[src/rtl/hazard_pkg.sv]
package hazard_pkg;
  localparam int unsigned REG_BITS  = 5;
  localparam int unsigned TRAP_SRCS = 4;
  localparam int unsigned NUM_SRC   = 2;

  typedef enum logic [1:0] {
    SEL_RF = 2'd0,
    SEL_EX = 2'd1,
    SEL_MM = 2'd2
  } bypass_sel_t;

  // Instruction class carried into the execute shadow
  typedef struct packed {
    logic                valid;
    logic [REG_BITS-1:0] dst;
    logic                writes;
    logic                load;
    logic                lengthy;
    logic                ctlMove;
  } stage_info_t;

  // Strobes from control to the stage registers
  typedef struct packed {
    logic holdEx;
    logic holdMem;
    logic bubbleEx;
    logic bubbleMem;
  } stage_ctl_t;
endpackage

[src/rtl/hzd_operand_match.sv]
module hzd_operand_match
  import hazard_pkg::*;
#(
  parameter int unsigned RW = REG_BITS
) (
  input  logic          decValid,
  input  logic [RW-1:0] src,
  input  logic          useSrc,
  input  logic          exValid,
  input  logic [RW-1:0] exDst,
  input  logic          exWrites,
  input  logic          mmValid,
  input  logic [RW-1:0] mmDst,
  input  logic          mmWrites,
  output logic          hitEx,
  output logic          hitMm,
  output bypass_sel_t   sel
);
  logic live;

  always_comb begin
    live  = decValid && useSrc && (src != '0);
    hitEx = live && exValid && exWrites && (exDst == src);
    hitMm = live && mmValid && mmWrites && (mmDst == src);
    if (hitEx)      sel = SEL_EX;
    else if (hitMm) sel = SEL_MM;
    else            sel = SEL_RF;
  end
endmodule

[src/rtl/hzd_control.sv]
module hzd_control
  import hazard_pkg::*;
#(
  parameter int unsigned RW = REG_BITS,
  parameter int unsigned NS = NUM_SRC
) (
  input  logic                  clk,
  input  logic                  rstN,
  input  logic                  decValid,
  input  logic [NS-1:0][RW-1:0] decSrc,
  input  logic [NS-1:0]         decUse,
  input  logic                  exValid,
  input  logic [RW-1:0]         exDst,
  input  logic                  exWrites,
  input  logic                  exLoad,
  input  logic                  exLong,
  input  logic                  mmValid,
  input  logic [RW-1:0]         mmDst,
  input  logic                  mmWrites,
  input  logic                  mmLoad,
  input  logic                  fetchMiss,
  input  logic                  dataMiss,
  input  logic                  longDone,
  output stage_ctl_t            ctl,
  output logic                  holdFront,
  output logic [NS-1:0][1:0]    sel
);
  logic [NS-1:0] hitEx;
  logic [NS-1:0] hitMm;
  logic freeze, longBusy, loadUse;

  for (genvar i = 0; i < NS; i++) begin : g_src
    bypass_sel_t srcSel;
    hzd_operand_match #(.RW(RW)) i_match (
      .decValid(decValid),
      .src     (decSrc[i]),
      .useSrc  (decUse[i]),
      .exValid (exValid),
      .exDst   (exDst),
      .exWrites(exWrites),
      .mmValid (mmValid),
      .mmDst   (mmDst),
      .mmWrites(mmWrites),
      .hitEx   (hitEx[i]),
      .hitMm   (hitMm[i]),
      .sel     (srcSel)
    );
    assign sel[i] = srcSel;

    AST_ZERO_REG_FROM_FILE: assert property (@(posedge clk) disable iff (!rstN)
      (decSrc[i] == '0) |-> (sel[i] == SEL_RF));
  end

  always_comb begin
    freeze    = dataMiss && mmValid && mmLoad && (|hitMm);
    longBusy  = exValid && exLong && !longDone;
    loadUse   = exValid && exLoad && (|hitEx);
    ctl       = '0;
    holdFront = 1'b0;
    if (freeze) begin
      holdFront   = 1'b1;
      ctl.holdEx  = 1'b1;
      ctl.holdMem = 1'b1;
    end else if (longBusy) begin
      holdFront     = 1'b1;
      ctl.holdEx    = 1'b1;
      ctl.bubbleMem = 1'b1;
    end else if (loadUse || fetchMiss) begin
      holdFront    = 1'b1;
      ctl.bubbleEx = 1'b1;
    end
  end

  AST_FREEZE_NO_BUBBLE: assert property (@(posedge clk) disable iff (!rstN)
    ctl.holdMem |-> !ctl.bubbleEx && !ctl.bubbleMem);
  AST_EXEC_HOLD_NEEDS_FRONT: assert property (@(posedge clk) disable iff (!rstN)
    (ctl.holdEx || ctl.bubbleEx) |-> holdFront);
endmodule

[src/rtl/hzd_stages.sv]
module hzd_stages
  import hazard_pkg::*;
#(
  parameter int unsigned RW = REG_BITS,
  parameter int unsigned TW = TRAP_SRCS
) (
  input  logic          clk,
  input  logic          rstN,
  input  stage_info_t   decInfo,
  input  stage_ctl_t    ctl,
  input  logic [TW-1:0] trapReq,
  input  logic          exNullify,
  output stage_info_t   exInfo,
  output logic          mmValid,
  output logic [RW-1:0] mmDst,
  output logic          mmWrites,
  output logic          mmLoad,
  output logic          ctlWrite,
  output logic [TW-1:0] wbTrap
);
  stage_info_t   exQ;
  logic [TW-1:0] mmTrap;
  logic          wbValid;
  logic [TW-1:0] wbTrapQ;

  always_ff @(posedge clk) begin
    if (!rstN) begin
      exQ      <= '0;
      mmValid  <= 1'b0;
      mmDst    <= '0;
      mmWrites <= 1'b0;
      mmLoad   <= 1'b0;
      mmTrap   <= '0;
      wbValid  <= 1'b0;
      wbTrapQ  <= '0;
    end else begin
      if (!ctl.holdMem) begin
        wbValid <= mmValid;
        wbTrapQ <= mmTrap;
        if (ctl.bubbleMem) begin
          mmValid  <= 1'b0;
          mmDst    <= '0;
          mmWrites <= 1'b0;
          mmLoad   <= 1'b0;
          mmTrap   <= '0;
        end else begin
          mmValid  <= exQ.valid;
          mmDst    <= exQ.dst;
          mmWrites <= exQ.writes;
          mmLoad   <= exQ.load;
          mmTrap   <= exQ.valid ? trapReq : '0;
        end
      end
      if (!ctl.holdEx) begin
        exQ <= ctl.bubbleEx ? '0 : decInfo;
      end
    end
  end

  assign exInfo   = exQ;
  assign ctlWrite = exQ.valid && exQ.ctlMove && !exNullify && !ctl.holdEx;
  assign wbTrap   = wbValid ? wbTrapQ : '0;

  AST_BUBBLE_EMPTIES_EXEC: assert property (@(posedge clk) disable iff (!rstN)
    (ctl.bubbleEx && !ctl.holdEx) |=> !exQ.valid);
  AST_EXEC_HELD_STABLE: assert property (@(posedge clk) disable iff (!rstN)
    ctl.holdEx |=> $stable(exQ));
  AST_MEM_FROZEN_STABLE: assert property (@(posedge clk) disable iff (!rstN)
    ctl.holdMem |=> $stable(mmTrap) && $stable(wbTrapQ) && $stable(mmValid));
  AST_TRAP_ONLY_REAL: assert property (@(posedge clk) disable iff (!rstN)
    (wbTrap != '0) |-> wbValid);
endmodule

[src/rtl/hazard_unit.sv]
module hazard_unit
  import hazard_pkg::*;
(
  input  logic                 clk,
  input  logic                 rstN,
  input  logic                 decValid,
  input  logic [REG_BITS-1:0]  decSrcA,
  input  logic                 decUseA,
  input  logic [REG_BITS-1:0]  decSrcB,
  input  logic                 decUseB,
  input  logic [REG_BITS-1:0]  decDst,
  input  logic                 decWrites,
  input  logic                 decLoad,
  input  logic                 decLong,
  input  logic                 decCtlMove,
  input  logic                 fetchMiss,
  input  logic                 dataMiss,
  input  logic                 longDone,
  input  logic                 exNullify,
  input  logic [TRAP_SRCS-1:0] trapReq,
  output logic [1:0]           bypassA,
  output logic [1:0]           bypassB,
  output logic                 holdFront,
  output logic                 holdExec,
  output logic                 holdMem,
  output logic                 bubbleExec,
  output logic                 bubbleMem,
  output logic                 ctlWrite,
  output logic [TRAP_SRCS-1:0] wbTrap
);
  stage_info_t                      decInfo;
  stage_info_t                      exInfo;
  stage_ctl_t                       ctl;
  logic                             mmValid, mmWrites, mmLoad;
  logic [REG_BITS-1:0]              mmDst;
  logic [NUM_SRC-1:0][1:0]          sel;

  assign decInfo = '{valid: decValid, dst: decDst, writes: decWrites,
                     load: decLoad, lengthy: decLong, ctlMove: decCtlMove};

  hzd_control #(.RW(REG_BITS), .NS(NUM_SRC)) i_control (
    .clk      (clk),
    .rstN     (rstN),
    .decValid (decValid),
    .decSrc   ({decSrcB, decSrcA}),
    .decUse   ({decUseB, decUseA}),
    .exValid  (exInfo.valid),
    .exDst    (exInfo.dst),
    .exWrites (exInfo.writes),
    .exLoad   (exInfo.load),
    .exLong   (exInfo.lengthy),
    .mmValid  (mmValid),
    .mmDst    (mmDst),
    .mmWrites (mmWrites),
    .mmLoad   (mmLoad),
    .fetchMiss(fetchMiss),
    .dataMiss (dataMiss),
    .longDone (longDone),
    .ctl      (ctl),
    .holdFront(holdFront),
    .sel      (sel)
  );

  hzd_stages #(.RW(REG_BITS), .TW(TRAP_SRCS)) i_stages (
    .clk      (clk),
    .rstN     (rstN),
    .decInfo  (decInfo),
    .ctl      (ctl),
    .trapReq  (trapReq),
    .exNullify(exNullify),
    .exInfo   (exInfo),
    .mmValid  (mmValid),
    .mmDst    (mmDst),
    .mmWrites (mmWrites),
    .mmLoad   (mmLoad),
    .ctlWrite (ctlWrite),
    .wbTrap   (wbTrap)
  );

  assign bypassA    = sel[0];
  assign bypassB    = sel[1];
  assign holdExec   = ctl.holdEx;
  assign holdMem    = ctl.holdMem;
  assign bubbleExec = ctl.bubbleEx;
  assign bubbleMem  = ctl.bubbleMem;
endmodule

[config.mk]
export PLATFORM = sky130hd
export DESIGN_NAME = hazard_unit
export DESIGN_NICKNAME = d
export VERILOG_FILES = /design/src/rtl/hazard_pkg.sv /design/src/rtl/hzd_operand_match.sv /design/src/rtl/hzd_control.sv /design/src/rtl/hzd_stages.sv /design/src/rtl/hazard_unit.sv
export SDC_FILE = /design/constraint.sdc
export NUM_CORES = 1
export LEC_CHECK = 0
export BUFFER_PORTS_ARGS = -buffer_cell sky130_fd_sc_hd__buf_2
export CORE_MARGIN = 2
export CORE_UTILIZATION = 45
export CTS_BUF_LIST = sky130_fd_sc_hd__clkbuf_2
export DETAILED_ROUTE_END_ITERATION = 8
export PLACE_DENSITY = 0.71
export SLEW_MARGIN = 20
export SYNTH_ARGS = -nofsm -noshare
export SYNTH_HDL_FRONTEND = slang
export SYNTH_SLANG_ARGS = --single-unit
[constraint.sdc]
create_clock -name clk -period 2.6 [get_ports clk]
set_input_delay 0.26 -clock clk [delete_from_list [all_inputs] [get_ports clk]]
set_output_delay 0.26 -clock clk [all_outputs]
set_load 0.05 [all_outputs]
==> results.json <==
{
  "outcome": "completed",
  "hold_buffers": 0,
  "grt_max_degree": 28,
  "dr.pass1.iters": 4,
  "path_max_fanout": 3,
  "fin_skew_ns": 0.00390,
  "drtAntennaViolNets": 0,
  "drv_slew": 0,
  "cp.arrival_ns": 2.19,
  "async_flop_share_pct": 0,
  "fp-row-count": 21,
  "peakVddDrop_mv": 0.232,
  "slowest_delay_ns": 0.55,
  "cpLargestDelayFamily": "simple AND/OR/NAND/NOR gates",
  "critPathKind": "register to output pin",
  "yosysUniqueCellTypes": 31,
  "end_kind": "output pin",
  "clock.fmax_mhz": 409,
  "synth_area_sq_um": 1530,
  "setup_viol": 0,
  "grt_pass1_wl_mm": 5.63,
  "yosysTopAreaCellShare_pct": 35.4,
  "yosys.area.top_type": "dfxtp_1",
  "hold_viol_final": 0,
  "synth_area_leaders": "dfxtp_1 35%, xnor2_1 9.2%, o32ai_2 8.5%, nand2_1 8.1%, nand3b_1 3.9%",
  "worst_slew_pin_slew_ns": 0.497,
  "syn_nets": 199,
  "wl_mm": 3.43,
  "clkLatencyLatePin_ns": 0.37,
  "ys_ff_latch": 27,
  "power.density_nw_per_um2": 381,
  "die_w_um": 62.2,
  "wire_per_inst_um": 13.2,
  "htreeDepth": 1,
  "antenna_found_initial": 0,
  "synth-seq-area-share_pct": 35.4,
  "path_buf_inv": 2,
  "final_cell_mix": "40 x buf_2, 33 x nand2_1, 23 x dfxtp_1",
  "hp-class": "primary input to register",
  "clockBufferDepth": 2,
  "path_cells": "xnor2_1, nand4_1, or4_4, a21oi_4, nor2b_1, inv_1, nor2_1, buf_4",
  "grt_pass1_vias": 1254,
  "p_leak_nw": 0.747,
  "vias_per_cell": 5.10,
  "start_util_pct": 46.5,
  "core_region_area_sq_um": 3280,
  "drv_cap": 0,
  "io_buffers": 45,
  "synth_cells": 167,
  "clk_pin_slew_ns": 0.24,
  "drt-initial-drc-count": 37,
  "finalWeightedCongestion": 0.884,
  "die_h_um": 62.2,
  "boundaryPins": 46,
  "avgSynthCellArea_sq_um": 9.14,
  "clock-sinks": 27,
  "final_common_cell": "buf_2",
  "cts_root_buf": "clkbuf_2",
  "grt_usage_pct": 18.0,
  "final.setup.tns_ns": 0,
  "synth_ff_type": "dfxtp_1",
  "drc": 0,
  "grt_overflow_total": 0,
  "startpoint_type": "register",
  "grt_setup_unrepaired": "false",
  "cts_buffers": 3,
  "power_w": 0.000716,
  "preCtsSetupSlack_ns": 0.146,
  "slew_headroom_pct": 66.9,
  "crit_slowest_cell": "or4_4",
  "dieArea_sq_um": 3870,
  "synth-edff-count": 0,
  "nNetsFinal": 246,
  "fin_crit_ns": 2.45,
  "syn_to_final_growth_pct": 23.0,
  "ys_warn_count": 0,
  "required_ns": 2.34,
  "vias": 1322,
  "drive_above_1_share_pct": 38.5,
  "place_hpwl_mm": 2.51,
  "diodes": 0,
  "period_share_pct": 94.1,
  "cts_tree": "yes",
  "post-route-worst-setup-slack_ns": 0.153
}
-- cell usage after synthesis (2+ instances only) --
cell       n
a21boi_0   6
a21boi_1   3
a21oi_1    4
and2_1     4
buf_4      3
buf_6      3
clkbuf_1   5
dfxtp_1   27
inv_1      2
mux2i_1    4
nand2_1   33
nand3b_1   8
nand4_1    4
nor2_1     5
nor2b_1    8
o211ai_2   2
o22ai_1    2
o32ai_2    8
or3b_2     4
or4_1      3
xnor2_1   16
xor2_1     4
-- area by class of cell --
type / count / area [sq um]
fillers: 305 / 1410
multi-input cells: 125 / 923
flip-flops and latches: 27 / 546
repair buffers: 55 / 324
well taps: 46 / 57.6
clock buffers: 4 / 20.0
inverters: 2 / 7.51
-- flip-flops by register name (all words and copies together) (netlist names) --
register and count:
i_stages.wbValid 1, i_stages.mmTrap 4, i_stages.mmWrites 1, i_stages.wbTrapQ 4, i_stages.mmLoad 1, i_stages.mmDst 5, i_stages.mmValid 1, i_stages.exInfo 10
-- kinds of logic after synthesis --
kind of cell / share of synthesized area [%]
xor gates and xnor gates: 11.5
AOI/OAI and AO/OA: 17.9
and+or+nand+nor: 26.6
buffers and inverters: 5.98
muxes: 2.62
DFF: 35.4
-- metrics by stage --
step                cells  cell area (sq um)  hold WS [ns]  utilization, %
global placement      252               1800         0.426            54.8
global route          259               1880        0.0861            57.2
detailed placement    252               1800         0.437            54.8
floorplan             167               1540         0.412               -
CTS                   259               1870        0.0986            57.0
finish                259               1880         0.119            57.2
-- worst paths after layout --
| path | from | to | slack, ns | cells after the start |
|---|---|---|---|---|
| setup / recovery | i_stages.mmDst[4]$_SDFFE_PN0N_ | bubbleExec | 0.15 | 8 |
| hold / removal | decWrites | i_stages.exInfo[3]$_SDFFE_PN0N_ | 0.12 | 3 |
| setup reg to reg | i_stages.mmDst[4]$_SDFFE_PN0N_ | i_stages.mmDst[2]$_SDFFE_PN0N_ | 0.39 | 9 |
| hold reg to reg | i_stages.mmValid$_SDFFE_PN0N_ | i_stages.wbValid$_SDFFE_PN0N_ | 0.46 | 2 |
-- worst register-to-register path, stage by stage (launching register included) --
cell and delay, ns:
dfxtp_2 0.40, xnor2_1 0.16, nand4_1 0.12, or4_4 0.55, a21oi_4 0.19, buf_8 0.12, buf_4 0.21, buf_4 0.20
nand3b_1 0.11, a21boi_0 0.08
-- what timing repair did --
item                                    in CTS  in global routing
pin swaps                                    1                  1
endpoints found under the setup margin       6                  6
gates resized for setup                     11                  3
buffers inserted                             3                  0
-- report_power, final --
group,switching [W],internal [W]
combinational,0.0000547,0.0000568
clock,0.000125,0.0000405
sequential,0.0000125,0.000427
-- metal layers --
metal	GRT usage [%]	share of wire (%)
met3	3.99	6.2
met1	24.0	47
met5	0	0
met2	28.0	44
met4	8.33	2.0
(Power assumes the default switching activity.)
